File: src/rtl/apw_pkg.sv
package apw_pkg;

    localparam int AW      = 32;
    localparam int NUM_CFG = 7;
    localparam int IDX_W   = $clog2(NUM_CFG + 1);

    typedef logic [AW-1:0] addr_t;

    typedef enum logic [IDX_W-1:0] {
        SLOT_MEM_BASE  = 3'd0,
        SLOT_MEM_LEN   = 3'd1,
        SLOT_REG_BASE  = 3'd2,
        SLOT_REG_LEN   = 3'd3,
        SLOT_AUXA_BASE = 3'd4,
        SLOT_AUXA_LEN  = 3'd5,
        SLOT_AUXB_BASE = 3'd6
    } slot_e;

    typedef struct packed {
        addr_t base;
        addr_t len;
    } window_t;

    typedef struct packed {
        addr_t phys;
        logic  hit_reg;
        logic  oor;
    } xlate_t;

    // Half-open window test; the bound is widened by one bit so it never wraps.
    function automatic logic in_window(input addr_t a, input window_t w);
        logic [AW:0] top;
        top = {1'b0, w.base} + {1'b0, w.len};
        return ({1'b0, a} >= {1'b0, w.base}) && ({1'b0, a} < top);
    endfunction

endpackage

File: src/rtl/apw_cfg_regs.sv
module apw_cfg_regs
    import apw_pkg::*;
(
    input  logic             clk,
    input  logic             rst,
    input  logic             we,
    input  logic [IDX_W-1:0] idx,
    input  addr_t            wdata,
    input  logic [IDX_W-1:0] rd_idx,
    output addr_t            rd_data,
    output window_t          mem_win,
    output window_t          reg_win
);

    addr_t slot_q [NUM_CFG];

    for (genvar g = 0; g < NUM_CFG; g++) begin : g_slot
        always_ff @(posedge clk) begin
            if (rst) begin
                slot_q[g] <= '0;
            end else if (we && (idx == IDX_W'(g))) begin
                slot_q[g] <= wdata;
            end
        end
    end

    always_comb begin
        rd_data = '0;
        for (int i = 0; i < NUM_CFG; i++) begin
            if (rd_idx == IDX_W'(i)) begin
                rd_data = slot_q[i];
            end
        end
    end

    assign mem_win.base = slot_q[SLOT_MEM_BASE];
    assign mem_win.len  = slot_q[SLOT_MEM_LEN];
    assign reg_win.base = slot_q[SLOT_REG_BASE];
    assign reg_win.len  = slot_q[SLOT_REG_LEN];

endmodule

File: src/rtl/apw_range_map.sv
module apw_range_map
    import apw_pkg::*;
(
    input  addr_t   vaddr,
    input  window_t mem_win,
    input  window_t reg_win,
    output xlate_t  result
);

    logic reg_hit;
    logic mem_hit;

    always_comb begin
        reg_hit = in_window(vaddr, reg_win);
        mem_hit = in_window(vaddr, mem_win);
        result.hit_reg = reg_hit;
        result.oor     = !reg_hit && !mem_hit;
        if (reg_hit) begin
            // Register area lies right after the memory area in physical space.
            result.phys = vaddr - reg_win.base + mem_win.len;
        end else begin
            result.phys = vaddr - mem_win.base;
        end
    end

endmodule

File: src/rtl/apw_rsp_stage.sv
module apw_rsp_stage
    import apw_pkg::*;
(
    input  logic   clk,
    input  logic   rst,
    input  logic   in_valid,
    output logic   in_ready,
    input  xlate_t in_data,
    output logic   out_valid,
    input  logic   out_ready,
    output xlate_t out_data
);

    logic take;

    assign in_ready = !out_valid || out_ready;
    assign take     = in_valid && in_ready;

    always_ff @(posedge clk) begin
        if (rst) begin
            out_valid <= 1'b0;
            out_data  <= '0;
        end else begin
            if (take) begin
                out_valid <= 1'b1;
                out_data  <= in_data;
            end else if (out_ready) begin
                out_valid <= 1'b0;
            end
        end
    end

endmodule

File: src/rtl/addr_window_xlate.sv
module addr_window_xlate
    import apw_pkg::*;
(
    input  logic                clk,
    input  logic                rst,
    input  logic                cfg_we,
    input  logic [IDX_W-1:0]    cfg_idx,
    input  logic [AW-1:0]       cfg_wdata,
    input  logic [IDX_W-1:0]    cfg_rd_idx,
    output logic [AW-1:0]       cfg_rd_data,
    input  logic                req_valid,
    output logic                req_ready,
    input  logic [AW-1:0]       req_addr,
    output logic                rsp_valid,
    input  logic                rsp_ready,
    output logic [AW-1:0]       rsp_addr,
    output logic                rsp_hit_reg,
    output logic                rsp_oor
);

    window_t mem_win;
    window_t reg_win;
    xlate_t  comb_res;
    xlate_t  held_res;

    apw_cfg_regs u_cfg (
        .clk     (clk),
        .rst     (rst),
        .we      (cfg_we),
        .idx     (cfg_idx),
        .wdata   (cfg_wdata),
        .rd_idx  (cfg_rd_idx),
        .rd_data (cfg_rd_data),
        .mem_win (mem_win),
        .reg_win (reg_win)
    );

    apw_range_map u_map (
        .vaddr   (req_addr),
        .mem_win (mem_win),
        .reg_win (reg_win),
        .result  (comb_res)
    );

    apw_rsp_stage u_rsp (
        .clk       (clk),
        .rst       (rst),
        .in_valid  (req_valid),
        .in_ready  (req_ready),
        .in_data   (comb_res),
        .out_valid (rsp_valid),
        .out_ready (rsp_ready),
        .out_data  (held_res)
    );

    assign rsp_addr    = held_res.phys;
    assign rsp_hit_reg = held_res.hit_reg;
    assign rsp_oor     = held_res.oor;

endmodule

File: config.mk
export PLATFORM = sky130hd
export DESIGN_NAME = addr_window_xlate
export DESIGN_NICKNAME = d
export VERILOG_FILES = /design/src/rtl/apw_pkg.sv /design/src/rtl/apw_cfg_regs.sv /design/src/rtl/apw_range_map.sv /design/src/rtl/apw_rsp_stage.sv /design/src/rtl/addr_window_xlate.sv
export SDC_FILE = /design/constraint.sdc
export NUM_CORES = 1
export LEC_CHECK = 0
export ABC_AREA = 1
export BUFFER_PORTS_ARGS = -buffer_cell sky130_fd_sc_hd__buf_2
export CAP_MARGIN = 20
export CORE_MARGIN = 2
export CORE_UTILIZATION = 30
export CTS_BUF_LIST = sky130_fd_sc_hd__clkbuf_8
export DETAILED_ROUTE_END_ITERATION = 16
export HOLD_SLACK_MARGIN = 0.1
export PLACE_DENSITY = 0.56
export SLEW_MARGIN = 15
export SYNTH_ARGS = -nofsm -noshare
export SYNTH_HDL_FRONTEND = slang
export SYNTH_HIERARCHICAL = 1
export SYNTH_SLANG_ARGS = --single-unit
File: constraint.sdc
create_clock -name clk -period 4.9 [get_ports clk]
set_clock_uncertainty 0.15 [all_clocks]
set_input_delay 0.49 -clock clk [delete_from_list [all_inputs] [get_ports clk]]
set_output_delay 0.49 -clock clk [all_outputs]
set_load 0.02 [all_outputs]
==> results.yml, run 1 <==
timing:
  setup_slack_ns: 0.5329
  worst_pin_slew_ns: 1.066
  maxSlewViolCount: 0
  whs_ns: 0.1428
  hold_viol: 0
  slew_headroom: 0.2876
  achievable-frequency_mhz: 229.0
  fin_crit_ns: 4.367
  rsz0062_at_grt: "no"
  setup_viol: 0
  finalSetupTns_ns: 0
  period_share: 0.8912
critical_path:
  critPathSlowestCell: "edfxtp_1"
  crit_arrival_ns: 4.77
  r2r_cells: 28
  critPathLaunch: "u_cfg/slot_q[0][64]"
  cp_max_fo: 42
  cpPeakStageDelay_ns: 0.52
  cp-start-kind: "register"
  r2r-start: "u_cfg/slot_q[0][64]"
  ff2ff_setup_slack_ns: 0.53
  crit_type: "reg2reg"
  r2r-end: "u_rsp/out_data[30]"
  critPathMostFrequentCell: "nand2_1"
  endpoint_kind: "register"
  crit_required_ns: 5.30
pwr:
  sw_frac_of_total: 0.3971
  clkPwrFrac: 0.263
  internal_power_mw: 4.687
  finalPower_mw: 7.773
  share_comb_of_total_power: 0.387
  power.leakage_nw: 11.94
  seqPwrFrac: 0.350
  netSwitchingPower_mw: 3.086
  p_per_area_mw_per_mm2: 311.0
  max-vdd-ir-drop_mv: 0.1767
synthesis:
  yosys.cell_types.count: 47
  synth_top_area_cell: "edfxtp_1"
  post-synth-top-area-fraction: 0.3018
  synth-edff-count: 224
  synth_area_leaders: "edfxtp_1 (30%), ha_1 (12%), nand2_1 (9.7%)"
  synth.avg_cell_area_um2: 7.458
  synth_top_family_by_area: "simple AND/OR/NAND/NOR gates"
  yosys_warnings: 6
  synth-compound-area-share: 0.09969
  synth_fp_nets: 3320
  ys_seq_area_frac: 0.3332
  synth-simple-area-share: 0.2673
  synth_flop_cell: "edfxtp_1"
  async_flop_share: 0
  synth.ff_latch_count: 259
  synth.mux.area_fraction: 0
  synth_adder_area_share: 0.1551
  synth_xor_area_frac: 0.04283
  synth_common_cells: "nand2_1 (575), nor2_1 (496), inv_1 (455), edfxtp_1 (224), ha_1 (222)"
  netlist_area_mm2: 0.02229
  netlist_instances: 2989
  synthMostInstantiatedCell: "nand2_1"
drt:
  vias_per_cell: 4.941
  first_pass_iters: 8
  drcViolationCount: 0
  drtIter0Drc: 1812
  ant_nets: 0
  routed_wl_mm: 76.08
  vias: 20410
  wl_per_cell_um: 18.42
layout:
  stdcell_area_mm2: 0.02500
  fin_util: 0.3414
  area_growth_pct: 12.13
  drive_gt1_frac: 0.08704
  layout.cells.non_filler: 4131
  nNetsFinal: 3467
die:
  die_x_um: 276.6
  design.die.area_mm2: 0.07650
  core_mm2: 0.07321
  initial_utilization: 0.3045
  ioPinCount: 143
  die_h_um: 276.6
  row_count: 99
placed_design:
  hpwl_mm: 59.54
  portBuffers: 142
  place_area_mm2: 0.02394
  dp.cells: 4034
  routabilityCongestion: 0.9519
  place_ws_ns: 0.5392
clocking:
  cts_tree: "built"
  cts_root_buffer: "clkbuf_8"
  cts_buffers: 45
  clockBufferDepth: 3
  clk_pin_slew_worst_paths_ns: 0.07
  postCtsSetupBuffers: 0
  insertion_delay_ns: 0.63
  cts.sinks: 259
  htreeDepth: 2
global_route:
  grt_max_degree: 70
  antenna_found_initial: 5
  grt_usage: 0.1936
  grt_remaining_overflow: 0
  grt_pass1_vias: 19310
  grt_pass1_wl_mm: 114.5
min_path:
  hold_end: "u_cfg/slot_q[0][38]"
  worstHoldStart: "cfg_wdata[6]"
  min_path_cells: 3
  hold_path.class: "in2reg"
status:
  outcome: "completed"
job:
  cap_violations: 0
-- critical path, delay by kind of cell (launching register included) --
family | cells | cell delay (ns)
simple gates | 19 | 1.61
xor+xnor | 1 | 0.11
buf+inv | 3 | 0.52
compound gates | 2 | 0.39
flops | 1 | 0.52
fa+ha+maj | 3 | 0.97
-- kinds of logic after synthesis --
family                     after synthesis
DFF                                    259
AOI/OAI and AO/OA                      402
xor gates and xnor gates               109
buffers and inverters                  551
and+or+nand+nor                       1412
adders and majority gates              256
-- worst max path at each step --
stage / slack, ns / endpoint / cells after the start
global route: 0.14 / u_rsp/out_data[30] / 25
finish: 0.53 / u_rsp/out_data[30] / 28
detailed placement: 0.54 / u_rsp/out_data[30] / 28
global placement: 0.60 / u_rsp/out_data[30] / 28
floorplan: 1.44 / u_rsp/out_data[30] / 25
CTS: 0.49 / u_rsp/out_data[30] / 28
-- power groups by stage --
stage	clock network [mW]	registers (mW)	logic (mW)
floorplan	0	2.74	2.11
global placement	0	2.76	2.96
detailed placement	0	2.76	2.97
CTS	2.11	2.72	2.99
global route	2.19	2.74	3.39
finish	2.05	2.72	3.01
-- sequential cells by signal (all words and copies together) (netlist names) --
signal	flops
u_cfg/slot_q	224
u_rsp/out_data	34
u_rsp/out_valid	1
-- cell usage in the layout, fill, tap and decap left out, types with 6 or more instances in the layout --
| cell type | n |
|---|---|
| nand2_1 | 575 |
| nor2_1 | 496 |
| inv_1 | 468 |
| edfxtp_1 | 224 |
| ha_1 | 222 |
| a21oi_1 | 214 |
| nand3_1 | 168 |
| buf_2 | 142 |
| nand4_1 | 111 |
| o21ai_0 | 92 |
| xor2_1 | 60 |
| clkbuf_8 | 52 |
| xnor2_1 | 49 |
| dfxtp_1 | 35 |
| fa_1 | 34 |
| buf_4 | 30 |
| nor3_1 | 28 |
| a21o_1 | 18 |
| o21ai_1 | 14 |
| dlygate4sd3_1 | 13 |
| o21a_1 | 13 |
| o21bai_1 | 12 |
| a21oi_2 | 11 |
| a31oi_1 | 10 |
| clkinv_1 | 9 |
| nor4_1 | 7 |
| o211ai_1 | 7 |
| inv_2 | 6 |
| nand3_2 | 6 |
-- repair_timing --
item / CTS / global route
hold endpoints to repair: 59 / 0
hold buffers: 13 / 0
gates resized for setup: 0 / 0
-- routing by layer --
layer | vias to the layer above | GRT usage | wire length [um]
li1 | 10150 | - | -
met1 | 9532 | 0.2848 | 36760
met2 | 655 | 0.2981 | 32850
met3 | 67 | 0.03400 | 5510
met4 | 4 | 0.03349 | 928
met5 | - | 0 | 27
-- layout make-up --
class | count | area [um^2]
Inverter | 465 | 1753
Multi-Input combinational cell | 2179 | 12620
Clock buffer | 52 | 715.7
Sequential cell | 259 | 7427
Clock inverter | 30 | 182.7
Antenna cell | 1 | 2.502
Tap cell | 959 | 1200
Timing Repair Buffer | 186 | 1094
Fill cell | 8001 | 48210
Power figures use the tool's default switching activity.
==> run 2: changes to the inputs <==
ABC_AREA = 0   (was 1)
==> run 2 against run 1 <==
  * The run now ends with setup timing left
  * Fmax is 12% lower
  * Clock power is 11% lower
  * Routed wire length is 5.9% lower
  * Core utilization is 2.4 points higher
  * Combinational power is 15% higher
  * Sequential share of layout area is 2.3 points lower
  * First-iteration DRC count is 28% lower
==> results.yml, run 2 <==
die:
  ioPinCount: 143
  initial_utilization: 0.3020
  die_x_um: 277.1
  die_h_um: 277.1
  row_count: 100
  design.die.area_mm2: 0.07676
  core_mm2: 0.07407
clocking:
  insertion_delay_ns: 0.63
  clk_pin_slew_worst_paths_ns: 0.06
  cts_tree: "built"
  htreeDepth: 2
  cts_root_buffer: "clkbuf_8"
  cts_buffers: 46
  clockBufferDepth: 3
  cts.sinks: 259
drt:
  ant_nets: 0
  routed_wl_mm: 71.56
  wl_per_cell_um: 19.30
  drtIter0Drc: 1309
  vias: 18700
  vias_per_cell: 5.044
  first_pass_iters: 5
  drcViolationCount: 0
timing:
  worst_pin_slew_ns: 1.112
  setup_viol: 27
  hold_viol: 0
  period_share: 1.017
  fin_crit_ns: 4.981
  rsz0062_at_grt: "yes"
  whs_ns: 0.1644
  finalSetupTns_ns: -1.034
  maxSlewViolCount: 0
  setup_slack_ns: -0.08101
  achievable-frequency_mhz: 200.8
  slew_headroom: 0.2587
layout:
  seq_area_mm2: 0.007427
  multiInputGateArea_mm2: 0.01399
  final_cell_mix: "inv_1 (243), and2_1 (233), edfxtp_1 (224)"
  area_growth_pct: 21.01
  top_regs: "u_cfg/slot_q (224), u_rsp/out_data (34), u_rsp/out_valid (1)"
  largest_reg_flops: 224
  nNetsFinal: 3031
  final_common_cell: "inv_1"
  largest_register: "u_cfg/slot_q"
  layout.cells.non_filler: 3708
  fillCellCount: 7589
  drive_gt1_frac: 0.2072
synthesis:
  netlist_area_mm2: 0.02237
  synth_area_leaders: "edfxtp_1 (30%), ha_1 (12%), and2_1 (6.5%)"
  synth.avg_cell_area_um2: 9.454
  synthMostInstantiatedCell: "and2_1"
  async_flop_share: 0
  synth.ff_latch_count: 259
  yosys_warnings: 6
  synth_fp_nets: 2697
  yosys.cell_types.count: 92
  synth_flop_cell: "edfxtp_1"
  post-synth-top-area-fraction: 0.3007
  synth-edff-count: 224
  synth_common_cells: "and2_1 (233), inv_1 (225), edfxtp_1 (224), ha_1 (222), a21oi_1 (158)"
  ys_seq_area_frac: 0.3320
  netlist_instances: 2366
  synth_top_area_cell: "edfxtp_1"
critical_path:
  r2r-start: "u_cfg/slot_q[0][65]"
  critPathSlowestCell: "edfxtp_1"
  ff2ff_setup_slack_ns: -0.08
  endpoint_kind: "register"
  cp-start-kind: "register"
  cp_max_fo: 5
  crit_arrival_ns: 5.38
  critPathLaunch: "u_cfg/slot_q[0][65]"
  cpPeakStageDelay_ns: 0.43
  crit_required_ns: 5.30
  crit_type: "reg2reg"
  crit_end: "u_rsp/out_data[14]"
  r2r-end: "u_rsp/out_data[14]"
  r2r_cells: 26
placed_design:
  routabilityCongestion: 0.8934
  dp.cells: 3565
  hpwl_mm: 55.16
  portBuffers: 142
global_route:
  grt_pass1_wl_mm: 108.5
  grt_usage: 0.1814
  antenna_found_initial: 12
  grt_pass1_vias: 18190
  use_met1: 0.2704
  grt_remaining_overflow: 0
  gr-usage-met3: 0.02421
  top_usage_layer: "met2"
  grt_util_met2: 0.2710
  grt_max_degree: 71
min_path:
  hold_path.class: "in2reg"
  worstHoldStart: "cfg_wdata[27]"
pwr:
  p_per_area_mw_per_mm2: 295.1
  finalPower_mw: 7.989
  max-vdd-ir-drop_mv: 0.1619
  power.leakage_nw: 11.82
status:
  outcome: "complete, but fails checks"
  failed_checks: "setup timing"
job:
  cap_violations: 0
run 2: cell types whose count changed in the layout (fill, tap and decap cells not counted), sizes merged, moves of 56 or more:
cell / previous run / this run
nand2: 579 / 97
nor2: 500 / 126
inv: 480 / 247
buf: 173 / 351
and2: 1 / 233
nand2b: 0 / 56
nand3: 175 / 63
nand4: 111 / 18
run 2: kinds of logic after synthesis:
| group | Yosys count | share of synthesized area |
|---|---|---|
| XOR/XNOR | 106 | 0.04150 |
| adder cells (fa/ha/maj) | 256 | 0.1546 |
| flip-flops | 259 | 0.3320 |
| buffers and inverters | 326 | 0.06007 |
| AND/OR/NAND/NOR | 709 | 0.1708 |
| multiplexers | 75 | 0.03591 |
| AO/OA/AOI/OAI | 635 | 0.2051 |
run 2: layout make-up:
class,count,area share
antenna,7,0.0006471
clock inverter,33,0.005639
multi-input combinational,1781,0.5168
inverter,228,0.03171
timing repair buffer,384,0.1021
sequential,259,0.2744
tap,969,0.04479
clock buffer,47,0.02390
run 2: worst min path at each step:
stage | to | depth (start not counted) | slack (ns)
after floorplan | u_rsp/out_data[0] | 2 | 0.51
after global placement | u_rsp/out_data[1] | 2 | 0.42
after detailed placement | u_rsp/out_data[18] | 2 | 0.41
after CTS | u_cfg/slot_q[0][91] | 2 | 0.12
after global routing | u_cfg/slot_q[1][91] | 2 | 0.13
final | u_cfg/slot_q[1][59] | 2 | 0.16
run 2: per-stage QoR:
step	setup slack [ns]	utilization	instance area (um^2)
2_1_floorplan	0.1743	-	22370
3_3_place_gp	-0.3158	0.3413	25280
3_5_place_dp	-0.4446	0.3413	25280
4_1_cts	-0.04553	0.3600	26670
5_1_grt	-0.2861	0.3653	27060
6_report	-0.08101	0.3654	27070
run 2: timing repair:
item,in CTS,in global routing
setup buffers,12,10
gates resized for setup,29,65
setup endpoints to repair,34,34
hold buffers,31,0
cloned,2,2
pin swaps,17,41
endpoints found under the hold margin,212,0
run 2: critical path: cells and delay by family (launching register included):
kind | cells | cell delay, ns
AOI/OAI and AO/OA | 10 | 1.85
and+or+nand+nor | 7 | 1.04
adders and majority gates | 2 | 0.61
buffers and inverters | 5 | 0.57
DFF | 1 | 0.43
muxes | 1 | 0.15
xor gates and xnor gates | 1 | 0.10
run 2: report_power, final:
group | switching [mW] | internal (mW)
combinational | 1.94 | 1.53
sequential | 0.111 | 2.58
clock | 0.946 | 0.888
run 2: routing by layer:
layer	vias up	wire length, um
li1	9254	-
met1	8801	35780
met2	537	30260
met3	104	3580
met4	6	1908
met5	-	31
